--- src/rtl/boot_cmd_seq.sv ---
module boot_cmd_seq #(
  parameter int          PG_SHIFT  = 2,
  parameter logic [15:0] DENS_MASK = 16'h0200,
  parameter logic [7:0]  MFR_ID    = 8'hEC,
  parameter logic [7:0]  DEV_ID    = 8'h36,
  localparam int         SW        = 22 + PG_SHIFT,
  localparam int         CW        = PG_SHIFT + 1
) (
  input  logic          clk,
  input  logic          rst_n,
  input  logic          wr_en,
  input  logic [15:0]   wr_data,
  input  logic          reg_we,
  input  logic [1:0]    reg_sel,
  input  logic [15:0]   reg_wdata,
  input  logic [7:0]    wp_status,
  input  logic          arr_ack,
  output logic          arr_req,
  output logic [SW-1:0] arr_sector,
  output logic          bb_we,
  output logic [1:0]    bb_addr,
  output logic [15:0]   bb_wdata,
  output logic          busy,
  output logic          armed,
  output logic          unk_cmd,
  output logic [15:0]   blk_q,
  output logic [15:0]   page_q,
  output logic [3:0]    bufaddr_q,
  output logic [CW-1:0] count_q
);

  localparam logic [15:0]   CMD_RST  = 16'h00F0;
  localparam logic [15:0]   CMD_LOAD = 16'h00E0;
  localparam logic [15:0]   CMD_ID   = 16'h0090;
  localparam logic [CW-1:0] SPP      = CW'(1 << PG_SHIFT);

  logic [1:0]    id_ph;
  logic [15:0]   blk_eff;
  logic [SW-1:0] sec_next;
  logic          take, done;
  logic [CW-1:0] cnt_field;

  assign blk_eff   = {4'h0, blk_q[11:0]} | (blk_q[15] ? DENS_MASK : 16'h0000);
  assign sec_next  = SW'(page_q[1:0]) + (SW'({blk_eff, page_q[7:2]}) << PG_SHIFT);
  assign busy      = arr_req | (id_ph != 2'd0);
  assign take      = wr_en & ~busy;
  assign done      = arr_req & arr_ack;
  assign cnt_field = CW'(reg_wdata[PG_SHIFT-1:0]);

  assign bb_we    = (id_ph != 2'd0);
  assign bb_addr  = id_ph - 2'd1;
  assign bb_wdata = (id_ph == 2'd1) ? {8'h00, MFR_ID} :
                    (id_ph == 2'd2) ? {8'h00, DEV_ID} :
                    (id_ph == 2'd3) ? {8'h00, wp_status} : 16'h0000;

  always_ff @(posedge clk or negedge rst_n) begin
    if (!rst_n) begin
      arr_req    <= 1'b0;
      arr_sector <= '0;
      armed      <= 1'b0;
      unk_cmd    <= 1'b0;
      id_ph      <= 2'd0;
      blk_q      <= 16'h0000;
      page_q     <= 16'h0000;
      bufaddr_q  <= 4'h0;
      count_q    <= CW'(1);
    end else begin
      unk_cmd <= 1'b0;
      if (id_ph != 2'd0) id_ph <= id_ph + 2'd1;
      if (reg_we) begin
        case (reg_sel)
          2'd0: blk_q <= reg_wdata;
          2'd1: page_q <= reg_wdata;
          2'd2: begin
            bufaddr_q <= reg_wdata[11:8];
            count_q   <= (cnt_field == '0) ? SPP : cnt_field;
          end
          default: ;
        endcase
      end
      if (done) begin
        arr_req <= 1'b0;
        page_q  <= {8'h00, page_q[7:0] + 8'd4};
      end
      if (take) begin
        if (armed) begin
          armed <= 1'b0;
          if (wr_data == 16'h0000) begin
            arr_req    <= 1'b1;
            arr_sector <= sec_next;
          end
        end else begin
          case (wr_data)
            CMD_RST: begin
              blk_q     <= 16'h0000;
              page_q    <= 16'h0000;
              bufaddr_q <= 4'h0;
              count_q   <= CW'(1);
            end
            CMD_LOAD: armed <= 1'b1;
            CMD_ID:   id_ph <= 2'd1;
            default:  unk_cmd <= 1'b1;
          endcase
        end
      end
    end
  end

  AST_REQ_HOLD: assert property (@(posedge clk) disable iff (!rst_n)
    arr_req && !arr_ack |=> arr_req && $stable(arr_sector));
  AST_REQ_DROP: assert property (@(posedge clk) disable iff (!rst_n)
    arr_req && arr_ack |=> !arr_req);
  AST_LOAD_START: assert property (@(posedge clk) disable iff (!rst_n)
    wr_en && !busy && armed && wr_data == 16'h0000 |=> arr_req && !armed);
  AST_ARM: assert property (@(posedge clk) disable iff (!rst_n)
    wr_en && !busy && !armed && wr_data == CMD_LOAD |=> armed);
  AST_DISARM: assert property (@(posedge clk) disable iff (!rst_n)
    wr_en && !busy && armed |=> !armed);
  AST_BUSY_DROP: assert property (@(posedge clk) disable iff (!rst_n)
    wr_en && busy |=> $stable(armed));
  AST_ID_ORDER: assert property (@(posedge clk) disable iff (!rst_n)
    bb_we && bb_addr != 2'd2 |=> bb_we && bb_addr == $past(bb_addr) + 2'd1);
  AST_EXCL: assert property (@(posedge clk) disable iff (!rst_n)
    $onehot0({arr_req, bb_we}));

endmodule

--- config.mk ---
export PLATFORM = sky130hd
export DESIGN_NAME = boot_cmd_seq
export DESIGN_NICKNAME = d
export VERILOG_FILES = /design/src/rtl/boot_cmd_seq.sv
export SDC_FILE = /design/constraint.sdc
export NUM_CORES = 1
export LEC_CHECK = 0
export BUFFER_PORTS_ARGS = -buffer_cell sky130_fd_sc_hd__buf_2
export CAP_MARGIN = 10
export CORE_ASPECT_RATIO = 0.5
export CORE_MARGIN = 3
export CORE_UTILIZATION = 40
export DETAILED_ROUTE_END_ITERATION = 6
export PLACE_DENSITY_LB_ADDON = 0.2
export SLEW_MARGIN = 0
export SYNTH_ARGS = -nofsm -noshare
export SYNTH_HDL_FRONTEND = slang
export SYNTH_SLANG_ARGS = --single-unit
--- constraint.sdc ---
create_clock -name clk -period 5.1 [get_ports clk]
set_input_delay 0.255 -clock clk [delete_from_list [all_inputs] [get_ports clk]]
set_output_delay 0.255 -clock clk [all_outputs]
set_load 0.1 [all_outputs]
==> impl_metrics.sql, run 1 <==
INSERT INTO impl_metrics (metric_group, metric, value, unit) VALUES
('worst_setup_path', 'sort_of_element_at_the_end_of_the_critical_path', 'flip-flop', ''),
('placement', 'pre_cts_ws', '2900', 'ps'),
('worst_setup_path', 'worstPathRequired', '5310', 'ps'),
('detailed_routing', 'drcViolationCount', '0', ''),
('grt', 'grt_pass1_vias', '2298', ''),
('detailed_routing', 'route.detailed.wl_per_inst', '15.1', 'um'),
('worst_setup_path', 'critical_path.startpoint', 'id_ph[0]$_DFF_PN0_', ''),
('clock_tree', 'cts_hold_buf', '0', ''),
('grt', 'first_pass_grt_wire_length', '12.0', 'mm'),
('grt', 'globalRouteTotalUtil', '17.2', '%'),
('cells_and_area', 'final_net_count', '437', ''),
('detailed_routing', 'finalWirelength', '7.53', 'mm'),
('worst_setup_path', 'rr_startpoint', 'id_ph[0]$_DFF_PN0_', ''),
('detailed_routing', 'antenna_violating_nets_remaining', '0', ''),
('sta', 'achievable-frequency', '453', 'MHz'),
('floorplan', 'die_width', '132', 'um'),
('cells_and_area', 'layout.filler_cells', '682', ''),
('floorplan', 'placementRows', '22', ''),
('worst_hold_path', 'hold_class', 'primary input to asynchronous set/reset pin', ''),
('grt', 'grt_overflow_total', '0', ''),
('cells_and_area', 'drive_above_1_share', '42.6', '%'),
('placement', 'io_buffer_count', '120', ''),
('clock_tree', 'htree_levels', '3', ''),
('clock_tree', 'cts-resized-gates', '0', ''),
('sta', 'portion_of_the_clock_cycle_consumed_by_the_worst_path_in_the_final_layout', '43.3', '%'),
('grt', 'antenna_found_initial', '0', ''),
('detailed_routing', 'drt-pass1-iter-count', '4', ''),
('floorplan', 'placeableCoreArea', '7510', 'um^2'),
('power_and_ir_drop', 'ir_drop', '0.861', 'mV'),
('sta', 'tightest_slew', '818', 'ps'),
('detailed_routing', 'drt_iter0_drc', '95', ''),
('sta', 'max_slew_margin', '45.5', '%'),
('sta', 'finalMaxSlewViolations', '0', ''),
('yosys', 'synth-seq-area-share', '50.6', '%'),
('cells_and_area', 'finish.utilization', '53.6', '%'),
('placement', 'place.detailed.hpwl', '5.44', 'mm'),
('sta', 'timing_hold_violations_final', '0', ''),
('detailed_routing', 'route.vias.total', '2396', ''),
('clock_tree', 'clock_insertion_delay_worst_skew', '330', 'ps'),
('clock_tree', 'tritoncts.num_buffers', '9', ''),
('yosys', 'synth_area_per_cell', '11.5', 'um^2'),
('sta', 'rsz0062_at_grt', 'false', ''),
('sta', 'finalSetupViolations', '0', ''),
('yosys', 'post_synth_instance_area', '3170', 'um^2'),
('cells_and_area', 'insertedDiodeCount', '0', ''),
('power_and_ir_drop', 'power.static_leakage', '2.16', 'nW'),
('sta', 'fin_setup_tns', '0', 'ps'),
('grt', 'grt_start_max_net_pins', '65', ''),
('sta', 'setup_slack', '2890', 'ps'),
('floorplan', 'pin_count', '133', ''),
('yosys', 'netlist_instances', '275', ''),
('clock_tree', 'clock_tree_from_tritoncts', 'done', ''),
('yosys', 'synth-warning-count', '0', ''),
('clock_tree', 'clk_root_buffer_cell', 'sky130_fd_sc_hd__clkbuf_16', ''),
('worst_setup_path', 'cp_max_fo', '21', ''),
('run_status', 'outcome', 'completed', ''),
('placement', 'place.gp.congestion', '0.710', ''),
('worst_setup_path', 'worstPathArrival', '2420', 'ps'),
('worst_setup_path', 'worstSetupStartpointType', 'flip-flop', ''),
('floorplan', 'effective_utilization_at_floorplan', '42.1', '%'),
('sta', 'fin_worst_skew', '9.57', 'ps'),
('power_and_ir_drop', 'power_density', '618', 'nW/um^2'),
('floorplan', 'area_enclosed_by_the_die_boundary', '9090', 'um^2'),
('yosys', 'synth-seq-cells', '64', ''),
('clock_tree', 'clk_pin_slew_worst_paths', '60', 'ps'),
('detailed_routing', 'avgViaCountPerCell', '4.81', ''),
('floorplan', 'fp.dieH', '68.9', 'um'),
('sta', 'fin_crit', '2210', 'ps'),
('yosys', 'netlist-cell-type-count', '37', ''),
('clock_tree', 'cts.sink_count', '64', ''),
('clock_tree', 'worst_case_clock_buffer_depth', '2', ''),
('worst_setup_path', 'crit_type', 'flip-flop to flip-flop', ''),
('clock_tree', 'post_cts_buffers', '0', ''),
('cells_and_area', 'areaGrowthSynthToFinish', '27.2', '%'),
('run', 'max-cap-violations', '0', '');
## flip-flops by register name, summed over array words and instances, names as in the netlist
signal and cells:
arr_sector 20, blk_q 16, page_q 16, bufaddr_q 4, count_q 3, id_ph 2
armed 1, arr_req 1, unk_cmd 1
## cells in the mapped netlist, drive strengths merged
cell type	instances	area [um^2]
a211o	3	26.3
a211oi	1	7.51
a21o	4	30.0
a21oi	14	70.1
a311oi	1	8.76
a31oi	1	6.26
and2	2	12.5
and3	2	12.5
and3b	2	17.5
buf	32	236
clkbuf	4	15.0
conb	1	3.75
dfrtp	63	1580
dfstp	1	26.3
ha	5	62.6
inv	7	26.3
mux2	19	282
mux2i	31	310
nand2	5	18.8
nand2b	1	6.26
nand3	5	30.0
nand3b	4	30.0
nand4	1	6.26
nor2	35	131
nor2b	1	6.26
nor3	12	60.1
nor3b	2	15.0
nor4	7	83.8
o21ai	7	35.0
or2	1	6.26
or4	1	7.51
## power by group
part           internal [W]  switching, W
Combinational      0.000177       0.00109
Clock              0.000389      0.000209
Sequential         0.000577     0.0000510
## area by class of cell
class,instances,area (um^2),share of cell area (%)
clock inverter,4,45.0,1.12
clock buffer,12,246,6.12
inverter,7,26.3,0.652
sequential,64,1600,39.8
timing repair buffer,124,631,15.7
tap,108,135,3.36
multi-input combinational,179,1340,33.3
## path summary, 6_finish.rpt
path                                                   end  slack, ps  depth (start not counted)
max in group asynchronous           bufaddr_q[0]$_DFF_PN0_       4450                          2
worst max register to register   arr_sector[0]$_DFFE_PN0P_       2890                          6
worst min register to register  arr_sector[16]$_DFFE_PN0P_        510                          1
worst max-delay path             arr_sector[0]$_DFFE_PN0P_       2890                          6
min in group clk                       blk_q[12]$_DFF_PN0_        190                          3
worst min-delay path             arr_sector[6]$_DFFE_PN0P_        110                          2
## layer usage
layer	wire length, um	vias up	global-route usage, %
li1	-	1139	-
met1	3360	1170	22.3
met2	3590	82	27.2
met3	527	5	6.59
met4	53	0	5.50
met5	0	-	0
## worst max-delay path, cell delays in order, from the launching register on
cell	delay, ps
sky130_fd_sc_hd__dfrtp_1	390
sky130_fd_sc_hd__inv_1	100
sky130_fd_sc_hd__ha_1	240
sky130_fd_sc_hd__nand3b_1	280
sky130_fd_sc_hd__nor4_4	290
sky130_fd_sc_hd__buf_4	400
sky130_fd_sc_hd__mux2_2	380
## cell families (layout without fill, tap and decap cells)
kind of cell    Yosys count  in the layout  synth area share [%]
compound gates           31             31                  5.81
fa+ha+maj                 5              5                  1.98
buf+inv                  43            147                  8.77
flops                    64             64                  50.6
mux                      50             50                  18.7
other cells               1             12                 0.118
simple gates             81             81                  14.0
## stage by stage
| stage | instances | hold slack (ps) | total power, W | cell area (um^2) |
|---|---|---|---|---|
| after floorplan | 286 | -40.6 | 0.00173 | 3210 |
| after global placement | 482 | 473 | 0.00188 | 3740 |
| after detailed placement | 482 | 484 | 0.00190 | 3740 |
| after CTS | 498 | 131 | 0.00251 | 4030 |
| after global routing | 498 | 178 | 0.00259 | 4030 |
| final | 498 | 111 | 0.00249 | 4030 |
## placed cells by master (no fill, tap or decap), types with 7 or more instances in the layout
cell type                   instances
sky130_fd_sc_hd__o21ai_0            7
sky130_fd_sc_hd__clkbuf_16          9
sky130_fd_sc_hd__nor3_1            12
sky130_fd_sc_hd__conb_1            12
sky130_fd_sc_hd__nor2_1            35
sky130_fd_sc_hd__dfrtp_1           63
sky130_fd_sc_hd__mux2i_1           31
sky130_fd_sc_hd__inv_1              7
sky130_fd_sc_hd__a21oi_1           14
sky130_fd_sc_hd__buf_2            120
sky130_fd_sc_hd__mux2_4            18
(Power assumes the default switching activity.)
==> run 2: changes to the inputs <==
--- a/config.mk
+++ b/config.mk
@@ -5,6 +5,7 @@
 export SDC_FILE = /design/constraint.sdc
 export NUM_CORES = 1
 export LEC_CHECK = 0
+export ABC_AREA = 1
 export BUFFER_PORTS_ARGS = -buffer_cell sky130_fd_sc_hd__buf_2
 export CAP_MARGIN = 10
 export CORE_ASPECT_RATIO = 0.5
==> constraint.sdc (replaced) <==
create_clock -name clk -period 2.15 [get_ports clk]
set_input_delay 0.1075 -clock clk [delete_from_list [all_inputs] [get_ports clk]]
set_output_delay 0.1075 -clock clk [all_outputs]
set_load 0.1 [all_outputs]
==> impl_metrics.sql, run 2 <==
INSERT INTO impl_metrics (metric_group, metric, value, unit) VALUES
('cells_and_area', 'areaGrowthSynthToFinish', '25.8', '%'),
('worst_setup_path', 'critical-path-slowest-cell', 'sky130_fd_sc_hd__dfrtp_1', ''),
('cells_and_area', 'drive_above_1_share', '27.8', '%'),
('cells_and_area', 'insertedDiodeCount', '0', ''),
('worst_setup_path', 'cpPeakStageDelay', '420', 'ps'),
('detailed_routing', 'drcViolationCount', '0', ''),
('yosys', 'synth-seq-cells', '64', ''),
('sta', 'max_slew_margin', '55.4', '%'),
('detailed_routing', 'avgViaCountPerCell', '4.55', ''),
('cells_and_area', 'number_of_flip_flops_in_the_largest_register', '20', ''),
('worst_setup_path', 'worstSetupStartpointType', 'flip-flop', ''),
('sta', 'tightest_slew', '669', 'ps'),
('yosys', 'synth_edf_count', '0', ''),
('clock_tree', 'clock_insertion_delay_worst_skew', '330', 'ps'),
('cells_and_area', 'final_net_count', '634', ''),
('floorplan', 'fp.dieH', '72.0', 'um'),
('cells_and_area', 'most_common_library_cell_in_the_layout_ignoring_fill_and_taps', 'sky130_fd_sc_hd__nand2_1', ''),
('sta', 'finalMaxSlewViolations', '0', ''),
('power_and_ir_drop', 'ir_drop', '1.66', 'mV'),
('sta', 'finalSetupViolations', '0', ''),
('clock_tree', 'worst_case_clock_buffer_depth', '2', ''),
('worst_setup_path', 'reg2reg_slack', '310', 'ps'),
('yosys', 'async_flop_share', '100', '%'),
('yosys', 'synth_largest_area_cell', 'sky130_fd_sc_hd__dfrtp_1', ''),
('yosys', 'ys_dominant_reg_cell', 'sky130_fd_sc_hd__dfrtp_1', ''),
('floorplan', 'die_width', '138', 'um'),
('floorplan', 'pin_count', '133', ''),
('floorplan', 'placeableCoreArea', '8230', 'um^2'),
('cells_and_area', 'layout.filler_cells', '816', ''),
('clock_tree', 'tritoncts.num_buffers', '9', ''),
('grt', 'globalRouteTotalUtil', '19.1', '%'),
('clock_tree', 'clk_root_buffer_cell', 'sky130_fd_sc_hd__clkbuf_16', ''),
('sta', 'achievable-frequency', '503', 'MHz'),
('cells_and_area', 'layout_top_registers', 'arr_sector x20, blk_q x16, page_q x16', ''),
('yosys', 'synth.top_cells.by_area', 'sky130_fd_sc_hd__dfrtp_1 (45%), sky130_fd_sc_hd__nand2_1 (17%), sky130_fd_sc_hd__inv_1 (8.2%), sky130_fd_sc_hd__o21ai_0 (5.6%), sky130_fd_sc_hd__buf_4 (5.2%)', ''),
('detailed_routing', 'drt-pass1-iter-count', '4', ''),
('worst_setup_path', 'worstPathRequired', '2040', 'ps'),
('floorplan', 'effective_utilization_at_floorplan', '42.4', '%'),
('worst_setup_path', 'cp-endpoint', 'bb_wdata[0]', ''),
('sta', 'rsz0062_at_grt', 'false', ''),
('grt', 'grt_overflow_total', '0', ''),
('worst_setup_path', 'critPathTopFamily', 'buffers and inverters', ''),
('clock_tree', 'clk_pin_slew_worst_paths', '60', 'ps'),
('worst_setup_path', 'r2r.worst_path.cells', '8', ''),
('grt', 'first_pass_grt_wire_length', '15.4', 'mm'),
('detailed_routing', 'antenna_violating_nets_remaining', '0', ''),
('detailed_routing', 'route.vias.total', '3183', ''),
('worst_setup_path', 'cp_max_fo', '3', ''),
('floorplan', 'placementRows', '23', ''),
('detailed_routing', 'route.detailed.wl_per_inst', '13.0', 'um'),
('sta', 'portion_of_the_clock_cycle_consumed_by_the_worst_path_in_the_final_layout', '92.5', '%'),
('placement', 'io_buffer_count', '120', ''),
('yosys', 'netlist-cell-type-count', '26', ''),
('yosys', 'netlist_top_cells_count', 'sky130_fd_sc_hd__nand2_1 (155), sky130_fd_sc_hd__inv_1 (76), sky130_fd_sc_hd__dfrtp_1 (63), sky130_fd_sc_hd__o21ai_0 (39), sky130_fd_sc_hd__nor2_1 (25)', ''),
('worst_setup_path', 'cp.depth', '5', ''),
('yosys', 'synth_most_common_cell', 'sky130_fd_sc_hd__nand2_1', ''),
('detailed_routing', 'drt_iter0_drc', '130', ''),
('placement', 'pre_cts_ws', '293', 'ps'),
('placement', 'place.gp.congestion', '0.785', ''),
('run', 'max-cap-violations', '0', ''),
('sta', 'fin_crit', '1990', 'ps'),
('worst_setup_path', 'worstPathArrival', '1880', 'ps'),
('clock_tree', 'clock_tree_from_tritoncts', 'done', ''),
('clock_tree', 'htree_levels', '3', ''),
('floorplan', 'area_enclosed_by_the_die_boundary', '9940', 'um^2'),
('cells_and_area', 'most-common-layout-cells', 'sky130_fd_sc_hd__nand2_1 (155), sky130_fd_sc_hd__buf_2 (119), sky130_fd_sc_hd__inv_1 (75), sky130_fd_sc_hd__dfrtp_1 (63), sky130_fd_sc_hd__o21ai_0 (39)', ''),
('yosys', 'synth-seq-area-share', '46.0', '%'),
('placement', 'place.detailed.hpwl', '6.78', 'mm'),
('worst_setup_path', 'critical_path.startpoint', 'id_ph[0]$_DFF_PN0_', ''),
('power_and_ir_drop', 'power_density', '1320', 'nW/um^2'),
('worst_hold_path', 'hold_class', 'primary input to flip-flop', ''),
('power_and_ir_drop', 'power.static_leakage', '2.71', 'nW'),
('sta', 'fin_worst_skew', '6.53', 'ps'),
('worst_setup_path', 'worst-path-buf-inv', '2', ''),
('grt', 'antenna_found_initial', '0', ''),
('run_status', 'outcome', 'completed', ''),
('cells_and_area', 'largest_register', 'arr_sector', ''),
('detailed_routing', 'finalWirelength', '9.11', 'mm'),
('worst_setup_path', 'crit_type', 'flip-flop to primary output', ''),
('sta', 'timing_hold_violations_final', '0', ''),
('sta', 'setup_slack', '160', 'ps'),
('yosys', 'synth-warning-count', '0', ''),
('grt', 'grt_pass1_vias', '3042', ''),
('worst_setup_path', 'path_cells', 'clkinvlp_4 -> ha_1 -> nor2_1 -> and3_2 -> buf_2', ''),
('worst_hold_path', 'worstHoldStart', 'arr_ack', ''),
('cells_and_area', 'design_area', '4390', 'um^2'),
('worst_setup_path', 'sort_of_element_at_the_end_of_the_critical_path', 'primary output', ''),
('yosys', 'netlist.area_leader.share', '45.2', '%'),
('cells_and_area', 'final-instance-count-excl-fill', '699', ''),
('clock_tree', 'cts.sink_count', '64', ''),
('yosys', 'netlist_instances', '470', ''),
('cells_and_area', 'finish.utilization', '53.3', '%'),
('grt', 'grt_start_max_net_pins', '33', ''),
('placement', 'total_cell_area_at_the_placement_stage', '4100', 'um^2'),
('worst_setup_path', 'worst_r2r_endpoint', 'bufaddr_q[2]$_DFF_PN0_', ''),
('worst_setup_path', 'rr_startpoint', 'id_ph[0]$_DFF_PN0_', ''),
('yosys', 'synth_area_per_cell', '7.42', 'um^2'),
('placement', 'numPlacedInstances', '682', ''),
('yosys', 'post_synth_instance_area', '3490', 'um^2');
## run 2: changes by cell type after synthesis, moves of 19 or more
cell | previous run | this run
sky130_fd_sc_hd__inv_1 | 7 | 76
sky130_fd_sc_hd__mux2i_1 | 31 | 0
sky130_fd_sc_hd__nand2_1 | 5 | 155
sky130_fd_sc_hd__nand3_1 | 4 | 23
sky130_fd_sc_hd__nand4_1 | 1 | 20
sky130_fd_sc_hd__o21ai_0 | 7 | 39
## run 2: worst reg2reg max path: stages, from the launching register on
cell and delay (ps):
sky130_fd_sc_hd__dfrtp_1 420, sky130_fd_sc_hd__clkinvlp_4 100, sky130_fd_sc_hd__ha_1 200, sky130_fd_sc_hd__nand3_2 120
sky130_fd_sc_hd__nor2_2 180, sky130_fd_sc_hd__nand4_4 330, sky130_fd_sc_hd__buf_12 290, sky130_fd_sc_hd__nand2_1 70
sky130_fd_sc_hd__inv_2 30
## run 2: worst min path at each step
| stage | endpoint | depth (start not counted) | slack (ps) |
|---|---|---|---|
| CTS | arr_req$_DFF_PN0_ | 2 | 20 |
| global placement | arr_sector[19]$_DFFE_PN0P_ | 1 | 180 |
| finish | arr_req$_DFF_PN0_ | 2 | 10 |
| floorplan | armed$_DFFE_PN0N_ | 0 | -190 |
| detailed placement | arr_sector[16]$_DFFE_PN0P_ | 1 | 180 |
| global route | arr_req$_DFF_PN0_ | 2 | 30 |
## run 2: report_power, final
group          internal [W]  leakage, nW  switching (W)  total [W]
sequential          0.00135        0.808       0.000134    0.00149
clock              0.000776        0.123       0.000550    0.00133
combinational      0.000431         1.78        0.00256    0.00299
## run 2: cell type report
| type | count | area [um^2] | area share, % |
|---|---|---|---|
| clock buffers | 9 | 225 | 5.13 |
| multi-input cells | 296 | 1360 | 31.0 |
| flip-flops and latches | 64 | 1600 | 36.5 |
| well taps | 112 | 140 | 3.19 |
| clock inverters | 7 | 48.8 | 1.11 |
| repair buffers | 133 | 716 | 16.3 |
| inverters | 78 | 297 | 6.76 |
## run 2: layer usage
layer / wire length (um) / global-route usage [%] / up-vias / share of wire [%]
met5: 0 / 0 / - / 0
met4: 27 / 3.29 / 0 / 0.30
met3: 509 / 5.33 / 6 / 5.6
met2: 4070 / 30.2 / 102 / 45
met1: 4510 / 26.9 / 1443 / 49
li1: - / - / 1632 / -
## run 2: repair_timing
| item | CTS | global route |
|---|---|---|
| resized for setup | 0 | 1 |
| hold buffers | 1 | 0 |
| buffers inserted | 0 | 0 |
| hold endpoints to repair | 25 | 0 |
| endpoints found under the setup margin | 0 | 1 |
## run 2: metrics by stage
stage	total power, W	TNS (ps)	hold WS, ps
after floorplan	0.00409	-282	-188
after global placement	0.00449	0	180
after detailed placement	0.00451	0	176
after CTS	0.00585	0	15.1
after global routing	0.00607	0	31.1
final	0.00581	0	12.4
## run 2: logic make-up (layout without fill, tap and decap cells)
family | Yosys count | in the layout | share of synthesized area [%]
other | 1 | 12 | 0.108
AOI/OAI and AO/OA | 45 | 45 | 6.53
DFF | 64 | 64 | 46.0
buffers and inverters | 121 | 227 | 16.5
and+or+nand+nor | 234 | 234 | 29.1
adders and majority gates | 5 | 5 | 1.79
